**src/rtl/mtmr_pkg.sv**
```systemverilog
package mtmr_pkg;

    localparam int DATA_W = 32;
    localparam int SLOT_W = 4;

    // Access kind carried in bus_addr[3:2]
    typedef enum logic [1:0] {
        OP_WRITE  = 2'd0,
        OP_SET    = 2'd1,
        OP_CLEAR  = 2'd2,
        OP_TOGGLE = 2'd3
    } alias_op_e;

    typedef enum logic [1:0] {
        DIR_UP    = 2'b00,
        DIR_DOWN  = 2'b01,
        DIR_UP_B  = 2'b10,
        DIR_UP_C  = 2'b11
    } dir_code_e;

    // Per-channel action field, bit 0 = flag, bit 1 = zero, bit 2 = stop
    typedef struct packed {
        logic stop;
        logic zero;
        logic flag;
    } match_act_t;

    typedef struct packed {
        logic                wr;
        alias_op_e           op;
        logic [SLOT_W-1:0]   slot;
        logic [DATA_W-1:0]   data;
    } bus_wr_t;

    function automatic logic [DATA_W-1:0] apply_op(
        input alias_op_e         op,
        input logic [DATA_W-1:0] cur,
        input logic [DATA_W-1:0] wd
    );
        case (op)
            OP_SET:    return cur | wd;
            OP_CLEAR:  return cur & ~wd;
            OP_TOGGLE: return cur ^ wd;
            default:   return wd;
        endcase
    endfunction

    function automatic logic [DATA_W-1:0] step_count(
        input logic [DATA_W-1:0] v,
        input logic              down
    );
        return down ? (v - DATA_W'(1)) : (v + DATA_W'(1));
    endfunction

endpackage

```
**src/rtl/mtmr_decode.sv**
```systemverilog
module mtmr_decode
    import mtmr_pkg::*;
#(
    parameter int ADDR_W = 8
) (
    input  logic                 bus_sel,
    input  logic                 bus_we,
    input  logic [ADDR_W-1:0]    bus_addr,
    input  logic [DATA_W-1:0]    bus_wdata,
    output bus_wr_t              wr,
    output logic [SLOT_W-1:0]    rd_slot
);
    localparam int SLOT_LSB = 4;

    logic unused_addr_bits;
    assign unused_addr_bits = ^bus_addr[1:0];

    always_comb begin
        wr.wr   = bus_sel && bus_we;
        wr.op   = alias_op_e'(bus_addr[3:2]);
        wr.slot = bus_addr[SLOT_LSB +: SLOT_W];
        wr.data = bus_wdata;
    end

    assign rd_slot = bus_addr[SLOT_LSB +: SLOT_W];

endmodule

```
**src/rtl/mtmr_prescaler.sv**
```systemverilog
module mtmr_prescaler
    import mtmr_pkg::*;
(
    input  logic              clk,
    input  logic              rst,
    input  logic              run,
    input  logic              clr,
    input  logic [DATA_W-1:0] limit,
    output logic [DATA_W-1:0] pc,
    output logic              tick
);
    logic [DATA_W-1:0] pc_q;
    logic              at_end;

    assign at_end = (pc_q >= limit);
    assign tick   = run && !clr && at_end;
    assign pc     = pc_q;

    always_ff @(posedge clk) begin
        if (rst || clr) begin
            pc_q <= '0;
        end else if (run) begin
            pc_q <= at_end ? '0 : (pc_q + DATA_W'(1));
        end
    end

endmodule

```
**src/rtl/mtmr_channel.sv**
```systemverilog
module mtmr_channel
    import mtmr_pkg::*;
(
    input  logic              clk,
    input  logic              rst,
    input  logic              en,
    input  logic              hold,
    input  logic              down,
    input  logic              tick,
    input  logic [DATA_W-1:0] cmp,
    input  match_act_t        act,
    output logic [DATA_W-1:0] cnt,
    output logic              hit_flag,
    output logic              stop_req
);
    logic [DATA_W-1:0] cnt_q;
    logic              hit;

    assign hit      = tick && en && !hold && (cnt_q == cmp);
    assign hit_flag = hit && act.flag;
    assign stop_req = hit && act.stop;
    assign cnt      = cnt_q;

    always_ff @(posedge clk) begin
        if (rst || hold) begin
            cnt_q <= '0;
        end else if (tick && en) begin
            if (hit && act.zero) begin
                cnt_q <= '0;
            end else if (hit && act.stop) begin
                cnt_q <= cnt_q;
            end else begin
                cnt_q <= step_count(cnt_q, down);
            end
        end
    end

endmodule

```
**src/rtl/mtmr_regs.sv**
```systemverilog
module mtmr_regs
    import mtmr_pkg::*;
#(
    parameter int NUM_CH = 4
) (
    input  logic                             clk,
    input  logic                             rst,
    input  bus_wr_t                          wr,
    input  logic [SLOT_W-1:0]                rd_slot,
    input  logic [NUM_CH-1:0][DATA_W-1:0]    cnt,
    input  logic [DATA_W-1:0]                pc,
    input  logic [NUM_CH-1:0]                hit_flag,
    input  logic [NUM_CH-1:0]                stop_req,
    output logic [NUM_CH-1:0]                en,
    output logic [NUM_CH-1:0]                hold,
    output logic [NUM_CH-1:0]                down,
    output logic [NUM_CH-1:0]                flags,
    output logic [DATA_W-1:0]                pr,
    output match_act_t [NUM_CH-1:0]          act,
    output logic [NUM_CH-1:0][DATA_W-1:0]    cmp,
    output logic [DATA_W-1:0]                rdata
);
    localparam int S_FLAG = 0;
    localparam int S_CTRL = 1;
    localparam int S_DIR  = 2;
    localparam int S_CNT0 = 3;
    localparam int S_PR   = S_CNT0 + NUM_CH;
    localparam int S_PC   = S_PR + 1;
    localparam int S_ACT  = S_PC + 1;
    localparam int S_CMP0 = S_ACT + 1;
    localparam int CTRL_W = 2 * NUM_CH;
    localparam int ACT_W  = 3 * NUM_CH;
    localparam int DIR_STRIDE = 4;

    logic [CTRL_W-1:0]              ctrl_q, ctrl_d;
    logic [NUM_CH-1:0][1:0]         dir_q, dir_d;
    logic [NUM_CH-1:0]              flag_q, flag_d;
    logic [DATA_W-1:0]              pr_q, pr_d;
    logic [ACT_W-1:0]               act_q, act_d;
    logic [NUM_CH-1:0][DATA_W-1:0]  cmp_q, cmp_d;

    logic [DATA_W-1:0] ctrl_x, dir_x, flag_x, act_x;
    logic [DATA_W-1:0] ctrl_new, dir_new, flag_new, act_new;
    alias_op_e         flag_op;

    function automatic logic slot_hit(input bus_wr_t w, input int s);
        return w.wr && (w.slot == SLOT_W'(s));
    endfunction

    // zero-extended views of the narrow registers
    always_comb begin
        ctrl_x = '0;
        ctrl_x[CTRL_W-1:0] = ctrl_q;
        flag_x = '0;
        flag_x[NUM_CH-1:0] = flag_q;
        act_x = '0;
        act_x[ACT_W-1:0] = act_q;
        dir_x = '0;
        for (int n = 0; n < NUM_CH; n++) begin
            dir_x[DIR_STRIDE*n +: 2] = dir_q[n];
        end
    end

    // base offset on the flag slot clears written ones
    assign flag_op  = (wr.op == OP_WRITE) ? OP_CLEAR : wr.op;
    assign ctrl_new = apply_op(wr.op, ctrl_x, wr.data);
    assign dir_new  = apply_op(wr.op, dir_x, wr.data);
    assign flag_new = apply_op(flag_op, flag_x, wr.data);
    assign act_new  = apply_op(wr.op, act_x, wr.data);

    logic unused_upper;
    assign unused_upper = ^{ctrl_new, dir_new, flag_new, act_new};

    always_comb begin
        ctrl_d = ctrl_q;
        dir_d  = dir_q;
        flag_d = flag_q;
        pr_d   = pr_q;
        act_d  = act_q;
        cmp_d  = cmp_q;
        if (slot_hit(wr, S_CTRL)) ctrl_d = ctrl_new[CTRL_W-1:0];
        if (slot_hit(wr, S_DIR)) begin
            for (int n = 0; n < NUM_CH; n++) begin
                dir_d[n] = dir_new[DIR_STRIDE*n +: 2];
            end
        end
        if (slot_hit(wr, S_FLAG)) flag_d = flag_new[NUM_CH-1:0];
        if (slot_hit(wr, S_PR))   pr_d   = apply_op(wr.op, pr_q, wr.data);
        if (slot_hit(wr, S_ACT))  act_d  = act_new[ACT_W-1:0];
        for (int n = 0; n < NUM_CH; n++) begin
            if (slot_hit(wr, S_CMP0 + n)) cmp_d[n] = apply_op(wr.op, cmp_q[n], wr.data);
        end
        // hardware events take priority over a same-cycle bus write
        ctrl_d[NUM_CH-1:0] = ctrl_d[NUM_CH-1:0] & ~stop_req;
        flag_d = flag_d | hit_flag;
    end

    always_ff @(posedge clk) begin
        if (rst) begin
            ctrl_q <= '0;
            dir_q  <= '0;
            flag_q <= '0;
            pr_q   <= '0;
            act_q  <= '0;
            cmp_q  <= '0;
        end else begin
            ctrl_q <= ctrl_d;
            dir_q  <= dir_d;
            flag_q <= flag_d;
            pr_q   <= pr_d;
            act_q  <= act_d;
            cmp_q  <= cmp_d;
        end
    end

    assign en    = ctrl_q[NUM_CH-1:0];
    assign hold  = ctrl_q[CTRL_W-1:NUM_CH];
    assign flags = flag_q;
    assign pr    = pr_q;
    assign act   = act_q;
    assign cmp   = cmp_q;

    always_comb begin
        for (int n = 0; n < NUM_CH; n++) begin
            down[n] = (dir_code_e'(dir_q[n]) == DIR_DOWN);
        end
    end

    always_comb begin
        rdata = '0;
        if (rd_slot == SLOT_W'(S_FLAG)) rdata = flag_x;
        if (rd_slot == SLOT_W'(S_CTRL)) rdata = ctrl_x;
        if (rd_slot == SLOT_W'(S_DIR))  rdata = dir_x;
        if (rd_slot == SLOT_W'(S_PR))   rdata = pr_q;
        if (rd_slot == SLOT_W'(S_PC))   rdata = pc;
        if (rd_slot == SLOT_W'(S_ACT))  rdata = act_x;
        for (int n = 0; n < NUM_CH; n++) begin
            if (rd_slot == SLOT_W'(S_CNT0 + n)) rdata = cnt[n];
            if (rd_slot == SLOT_W'(S_CMP0 + n)) rdata = cmp_q[n];
        end
    end

endmodule

```
**src/rtl/match_timer4.sv**
```systemverilog
module match_timer4
    import mtmr_pkg::*;
#(
    parameter int NUM_CH = 4,
    parameter int ADDR_W = 8
) (
    input  logic              clk,
    input  logic              rst,
    input  logic              bus_sel,
    input  logic              bus_we,
    input  logic [ADDR_W-1:0] bus_addr,
    input  logic [31:0]       bus_wdata,
    output logic [31:0]       bus_rdata,
    output logic              irq_o
);
    bus_wr_t                         wr_w;
    logic [SLOT_W-1:0]               rd_slot_w;
    logic [NUM_CH-1:0][DATA_W-1:0]   cnt_w;
    logic [NUM_CH-1:0][DATA_W-1:0]   cmp_w;
    logic [DATA_W-1:0]               pc_w;
    logic [DATA_W-1:0]               pr_w;
    logic [NUM_CH-1:0]               en_w, hold_w, down_w, flags_w;
    logic [NUM_CH-1:0]               hit_flag_w, stop_req_w;
    match_act_t [NUM_CH-1:0]         act_w;
    logic                            tick_w;

    mtmr_decode #(.ADDR_W(ADDR_W)) u_decode (
        .bus_sel   (bus_sel),
        .bus_we    (bus_we),
        .bus_addr  (bus_addr),
        .bus_wdata (bus_wdata),
        .wr        (wr_w),
        .rd_slot   (rd_slot_w)
    );

    mtmr_regs #(.NUM_CH(NUM_CH)) u_regs (
        .clk      (clk),
        .rst      (rst),
        .wr       (wr_w),
        .rd_slot  (rd_slot_w),
        .cnt      (cnt_w),
        .pc       (pc_w),
        .hit_flag (hit_flag_w),
        .stop_req (stop_req_w),
        .en       (en_w),
        .hold     (hold_w),
        .down     (down_w),
        .flags    (flags_w),
        .pr       (pr_w),
        .act      (act_w),
        .cmp      (cmp_w),
        .rdata    (bus_rdata)
    );

    mtmr_prescaler u_presc (
        .clk   (clk),
        .rst   (rst),
        .run   (|en_w),
        .clr   (|hold_w),
        .limit (pr_w),
        .pc    (pc_w),
        .tick  (tick_w)
    );

    for (genvar n = 0; n < NUM_CH; n++) begin : g_ch
        mtmr_channel u_ch (
            .clk      (clk),
            .rst      (rst),
            .en       (en_w[n]),
            .hold     (hold_w[n]),
            .down     (down_w[n]),
            .tick     (tick_w),
            .cmp      (cmp_w[n]),
            .act      (act_w[n]),
            .cnt      (cnt_w[n]),
            .hit_flag (hit_flag_w[n]),
            .stop_req (stop_req_w[n])
        );
    end

    assign irq_o = |flags_w;

endmodule

```
**config.mk**
```make
export PLATFORM = sky130hd
export DESIGN_NAME = match_timer4
export DESIGN_NICKNAME = d
export VERILOG_FILES = /design/src/rtl/mtmr_pkg.sv /design/src/rtl/mtmr_decode.sv /design/src/rtl/mtmr_prescaler.sv /design/src/rtl/mtmr_channel.sv /design/src/rtl/mtmr_regs.sv /design/src/rtl/match_timer4.sv
export SDC_FILE = /design/constraint.sdc
export NUM_CORES = 1
export LEC_CHECK = 0
export ABC_AREA = 1
export BUFFER_PORTS_ARGS = -buffer_cell sky130_fd_sc_hd__buf_2
export CORE_MARGIN = 5
export CORE_UTILIZATION = 50
export DETAILED_ROUTE_END_ITERATION = 12
export PLACE_DENSITY = 0.69
export SLEW_MARGIN = 20
export SYNTH_ARGS = -nofsm -noshare
export SYNTH_HDL_FRONTEND = slang
export SYNTH_SLANG_ARGS = --single-unit
```
**constraint.sdc**
```tcl
create_clock -name clk -period 3.6 [get_ports clk]
set_input_delay 0 -clock clk [delete_from_list [all_inputs] [get_ports clk]]
set_output_delay 0 -clock clk [all_outputs]
set_load 0.01 [all_outputs]
```
; After elaboration in Yosys (flattened, before gate mapping)
; Index checks and enable logic that the tools add are counted.
[totals]
reg_bits = 352
input_bits = 44
output_inout_bits = 33
wordCells = 184
[op_classes]
n_addsub = 9
n_lt_le_gt_ge = 1
eq_ne = 31
n_mux = 39
bitwise = 31
reduce_logical = 55
[ops]
columns = operator, n
row1 = two-way mux 32 bit, 24
row2 = one-hot mux 32 bit (3 select lines), 5
row3 = adder 32 x 1 -> 32 bit (second input constant), 5
row4 = AND 32 bit, 5
row5 = bitwise OR 32 bit, 5
row6 = bitwise XOR 32 bit, 5
row7 = == test 32 bit, 4
row8 = subtractor 32 x 1 -> 32 bit (second input constant), 4
row9 = one-hot mux 14 bit (3 select lines), 1
row10 = logical AND 1 bit, 36
row11 = one-hot mux 12 bit (3 select lines), 1
row12 = greater-or-equal comparator 32 bit, 1
row13 = inverter 32 bit, 1
row14 = == test 4 bit (second input constant), 6
row15 = one-hot mux 8 bit (3 select lines), 1
row16 = == test 4 x 3 -> 1 bit (second input constant), 4
row17 = AND 14 bit, 1
row18 = two-way mux 14 bit, 1
row19 = bitwise OR 14 bit, 1
row20 = bitwise XOR 14 bit, 1
row21 = AND 12 bit, 1
row22 = == test 2 x 1 -> 1 bit (second input constant), 6
row23 = two-way mux 4 bit, 3
row24 = bitwise OR 12 bit, 1
row25 = 21 further kinds, 43

; Depth between registers and ports, before layout
[logic_depth]
ltp_word = 15
mapped_depth = 21
ltp_nobuf = 21

; By module
; Synthesis repeated with hierarchy kept, for this count alone.
[unflattened]
hier_cells = 6524
area_unflattened_um2 = 39521.7
[by_module_without_submodules]
columns = mod, n_inst, cells_per_inst, area_each_um2, seq_area_each_um2
row1 = mtmr_regs, 1, 2356, 17441.7, 3843.7
row2 = mtmr_channel (g_ch[0].u_ch ...), 3, 944, 4804.6, 640.6
row3 = mtmr_channel (g_ch[3].u_ch), 1, 943, 4835.9, 640.6
row4 = mtmr_prescaler, 1, 340, 2473.6, 640.6
row5 = mtmr_decode, 1, 44, 322.8, 0.0
row6 = match_timer4, 1, 9, 33.8, 0.0

; Worst setup path before layout
; OpenSTA, ideal clock, no wires.
[synth_path]
path_type = flip-flop to flip-flop
from = register u_regs.dir_q[0] (netlist bit)
to = register g_ch[0].u_ch.cnt_q[22]
setup_time_ps = 116
arrival_ps = 3652
required_time_ps = 3484
slack_ps = -168
stages_incl_launch_ff = 18
period_less_slack_ps = 3768
cell_sequence = dfxtp_1 -> inv_1 -> nor2_1 -> ha_1 -> a21oi_1 -> o21ai_0 -> a21oi_1 -> o21ai_1 -> a21oi_1 -> inv_1 -> nand3_1 -> nand2_1 -> a21boi_0 -> o21ai_0 -> nor2_1 -> nor2_1 -> a21oi_1 -> nor2_1
[synth_between]
elab_chain_cells = 4
[synth_lines]
columns = item, line_no
row1 = "start, declared", mtmr_regs.sv:36  ; logic [NUM_CH-1:0][1:0] dir_q, dir_d;
row2 = "start signal, assigned", mtmr_regs.sv:108  ; dir_q <= dir_d;
row3 = == test 2 x 1 -> 1 bit, mtmr_regs.sv:125  ; down[n] = (dir_code_e'(dir_q[n]) == DIR_DOWN);
row4 = two-way mux 32 bit, mtmr_pkg.sv:52  ; return down ? (v - DATA_W'(1)) : (v + DATA_W'(1));
row5 = two-way mux 32 bit, mtmr_channel.sv:30  ; end else if (hit && act.stop) begin
row6 = two-way mux 32 bit, mtmr_channel.sv:28  ; if (hit && act.zero) begin
row7 = "end signal, assigned", mtmr_channel.sv:31  ; cnt_q <= cnt_q;
row8 = "end signal, assigned", mtmr_channel.sv:33  ; cnt_q <= step_count(cnt_q, down);
row9 = "end, declared", mtmr_channel.sv:16  ; logic [DATA_W-1:0] cnt_q;
; No other way between the ends. The select of a mux whose other input is x is not followed.
; A chain may end at the register's enable or synchronous reset.

; Worst setup path after layout
[layout_path]
from = register u_regs.dir_q[5] (netlist bit)
to = register g_ch[2].u_ch.cnt_q[24]
[layout_between]
elab_chain_cells = 4
[layout_lines]
columns = item, line_no
row1 = == test 2 x 1 -> 1 bit, mtmr_regs.sv:125
row2 = two-way mux 32 bit, mtmr_pkg.sv:52
row3 = two-way mux 32 bit, mtmr_channel.sv:30
row4 = two-way mux 32 bit, mtmr_channel.sv:28
row5 = "end signal, assigned", mtmr_channel.sv:31
row6 = "end signal, assigned", mtmr_channel.sv:33
row7 = "end, declared", mtmr_channel.sv:16
; No other way between the ends. The select of a mux whose other input is x is not followed.

==> impl_metrics.py <==
metrics = {
    "pwr": {
        "intPower_mw": 7.136,
        "vdd_drop_max_mv": 0.2953,
        "total_power_mw": 10.11,
        "power_frac_comb_pct": 12.7,
        "clkPwrFrac_pct": 48.1,
        "sw_frac_of_total_pct": 29.40,
        "leakagePower_nw": 16.47,
        "seq_power_share_pct": 39.2,
        "powerDensity_nw_per_um2": 278.6,
        "power.switching_mw": 2.972,
    },
    "timing": {
        "period_share_pct": 92.67,
        "fin_skew_ns": 0.02552,
        "final_max_slew_viol_count": 0,
        "fmax_mhz": 299.7,
        "fin_ws_ns": 0.2638,
        "rsz0062_at_grt": "no",
        "fin_tns_setup_ns": 0,
        "tightest_slew_ns": 1.166,
        "hold_viol_final": 0,
        "max_slew_margin_pct": 21.97,
        "fin_crit_ns": 3.336,
        "hold_ws_ns": 0.02873,
        "finalSetupViolCount": 0,
    },
    "die": {
        "initial_core_util_pct": 50.23,
        "ioPinCount": 77,
        "rows": 94,
        "dieWidth_um": 266.5,
        "die_h_um": 266.5,
        "die_area_um2": 71040,
        "core_um2": 65510,
    },
    "place": {
        "portBuffers": 74,
        "dp_slack_ns": 0.2511,
        "dp_hpwl_um": 93560,
        "routabilityCongestion": 1.028,
    },
    "drt": {
        "wl_per_cell_um": 21.97,
        "dr_total_vias": 34630,
        "totalWireLength_um": 125000,
        "viasPerCell": 6.086,
        "ant_nets": 0,
        "drc": 0,
        "dr.pass1.iters": 6,
        "drtIter0Drc": 3895,
    },
    "flow_run": {
        "drv_cap": 0,
    },
    "grt": {
        "grt_max_degree": 87,
        "overflow": 0,
        "grt_pass1_vias": 31590,
        "grt_pass1_wl_um": 189100,
        "grt_use_total_pct": 33.66,
        "antenna_found_initial": 5,
    },
    "yosys": {
        "synth_commonest_cells": "nand2_1 (686), nor2_1 (604), ha_1 (537), o21ai_0 (504), inv_1 (492)",
        "avgSynthCellArea_um2": 6.938,
        "yosysWarnings": 0,
        "synthFlopType": "dfxtp_1",
        "yosysTopAreaCell": "dfxtp_1",
        "synth_area_um2": 32910,
        "async_reset_ff_share_pct": 0,
        "ys_ff_latch": 352,
        "netlist.area_leader.share_pct": 21.41,
        "synth.distinct_cells": 64,
        "synth_fp_nets": 5328,
        "ys_seq_area_share_pct": 21.41,
        "synth_edf_count": 0,
        "synthTopCellsByArea": "dfxtp_1 (21%), ha_1 (20%), nand2_1 (7.8%), o21ai_0 (7.7%), nor2_1 (6.9%)",
        "synth.most_common_cell": "nand2_1",
        "synth_cells": 4743,
    },
    "clock_network": {
        "clock_latency_ns": 0.62,
        "clockBufferDepth": 3,
        "cts-root-buf": "clkbuf_16",
        "cts_sinks": 352,
        "cts_tree": "yes",
        "cts_setup_buffers": 0,
        "clkSlewWorstSetupHoldPaths_ns": 0.06,
        "cts_buffers": 46,
        "htree_levels": 2,
    },
    "final_layout": {
        "drive_gt1_share_pct": 7.276,
        "register_area_um2": 7047,
        "multiInputGateArea_um2": 23260,
        "finish.net_count": 5373,
        "fill_cells": 6289,
        "fin_util_pct": 55.38,
        "area_growth_pct": 10.25,
    },
    "worst_setup_path": {
        "worstPathMaxFanout": 21,
        "arrival_ns": 3.88,
        "reg2reg_slack_ns": 0.26,
        "reg2reg_from": "u_regs.dir_q[5]",
        "crit_path_end_kind": "flop",
        "required_ns": 4.14,
        "startpoint": "u_regs.dir_q[5]",
        "path_class": "reg -> reg",
        "startpoint_type": "flop",
    },
    "outcome": {
        "status": "complete, no violations",
    },
    "hold_path": {
        "hp-start": "bus_addr[2]",
        "hold_path_class": "in -> reg",
    },
}
worst max-delay path, cell delays in order (launching register included):
cell     delay [ns]
dfxtp_1        0.53
nor2_2         0.08
buf_4          0.22
buf_4          0.24
ha_1           0.39
nand2_1        0.14
nor4_1         0.53
nand4_1        0.22
nand3_1        0.26
a21oi_1        0.13
xor2_1         0.16
o21ai_0        0.15
nand2_1        0.09
a21oi_1        0.12
metrics by stage:
| step | instances | instance area, um^2 |
|---|---|---|
| 6_report | 5690 | 36280 |
| 2_1_floorplan | 4743 | 32910 |
| 3_5_place_dp | 5603 | 34710 |
| 5_1_grt | 5688 | 36270 |
| 4_1_cts | 5688 | 36260 |
| 3_3_place_gp | 5603 | 34700 |
metal layers:
layer  up-vias  track usage, %  share of wire (%)
met1     16130           45.20                 41
li1      16520               -                  -
met3       341           5.909                9.7
met4         2           15.67                5.4
met2      1630           52.84                 44
met5         -               0             0.0056
placed cells by master, fill, tap and decap left out, types with 74 or more instances in the layout:
master,count
a221oi_1,85
nand2_1,686
nor2_1,589
ha_1,537
dfxtp_1,352
o21ai_0,504
inv_1,489
a21oi_1,440
xor2_1,109
o211ai_1,92
buf_4,105
buf_2,74
registers in the layout (all words and copies together) (netlist names):
register,cells
g_ch.u_ch.cnt,128
u_presc.pc,32
u_regs.act,12
u_regs.cmp,128
u_regs.ctrl_q,8
u_regs.dir_q,8
u_regs.flags,4
u_regs.pr,32
power by group through the flow:
stage                     registers [mW]  clock network (mW)  logic, mW
after CTS                           3.96                4.88       1.25
after detailed placement            4.05                   0       1.24
after floorplan                     4.04                   0      0.779
final                               3.97                4.86       1.28
after global placement              4.05                   0       1.22
after global routing                3.97                5.02       1.39
layout make-up:
| type | count | area share (%) |
|---|---|---|
| Sequential cell | 352 | 19.42 |
| Inverter | 503 | 5.252 |
| Timing Repair Buffer | 194 | 3.970 |
| Tap cell | 864 | 2.980 |
| Clock buffer | 68 | 3.732 |
| Antenna cell | 2 | 0.01380 |
| Multi-Input combinational cell | 3691 | 64.11 |
| Clock inverter | 16 | 0.5173 |
worst paths after layout:
check	end	cells after the start
worst max-delay path	g_ch[2].u_ch.cnt[24]	13
worst min-delay path	u_regs.flags[2]	6
worst max register to register	g_ch[2].u_ch.cnt[24]	13
worst min register to register	u_presc.pc[0]	2
kinds of logic after synthesis:
| group | after synthesis | synth area share [%] |
|---|---|---|
| simple gates | 1560 | 19.88 |
| flops | 352 | 21.41 |
| fa+ha+maj | 541 | 20.66 |
| compound gates | 1435 | 25.76 |
| buf+inv | 700 | 8.152 |
| xor+xnor | 155 | 4.125 |
what timing repair did:
action | in CTS | in global routing
hold endpoints to repair | 10 | 0
resized for setup | 0 | 4
hold buffers | 1 | 0
setup endpoints to repair | 0 | 7
Power figures use the tool's default switching activity.
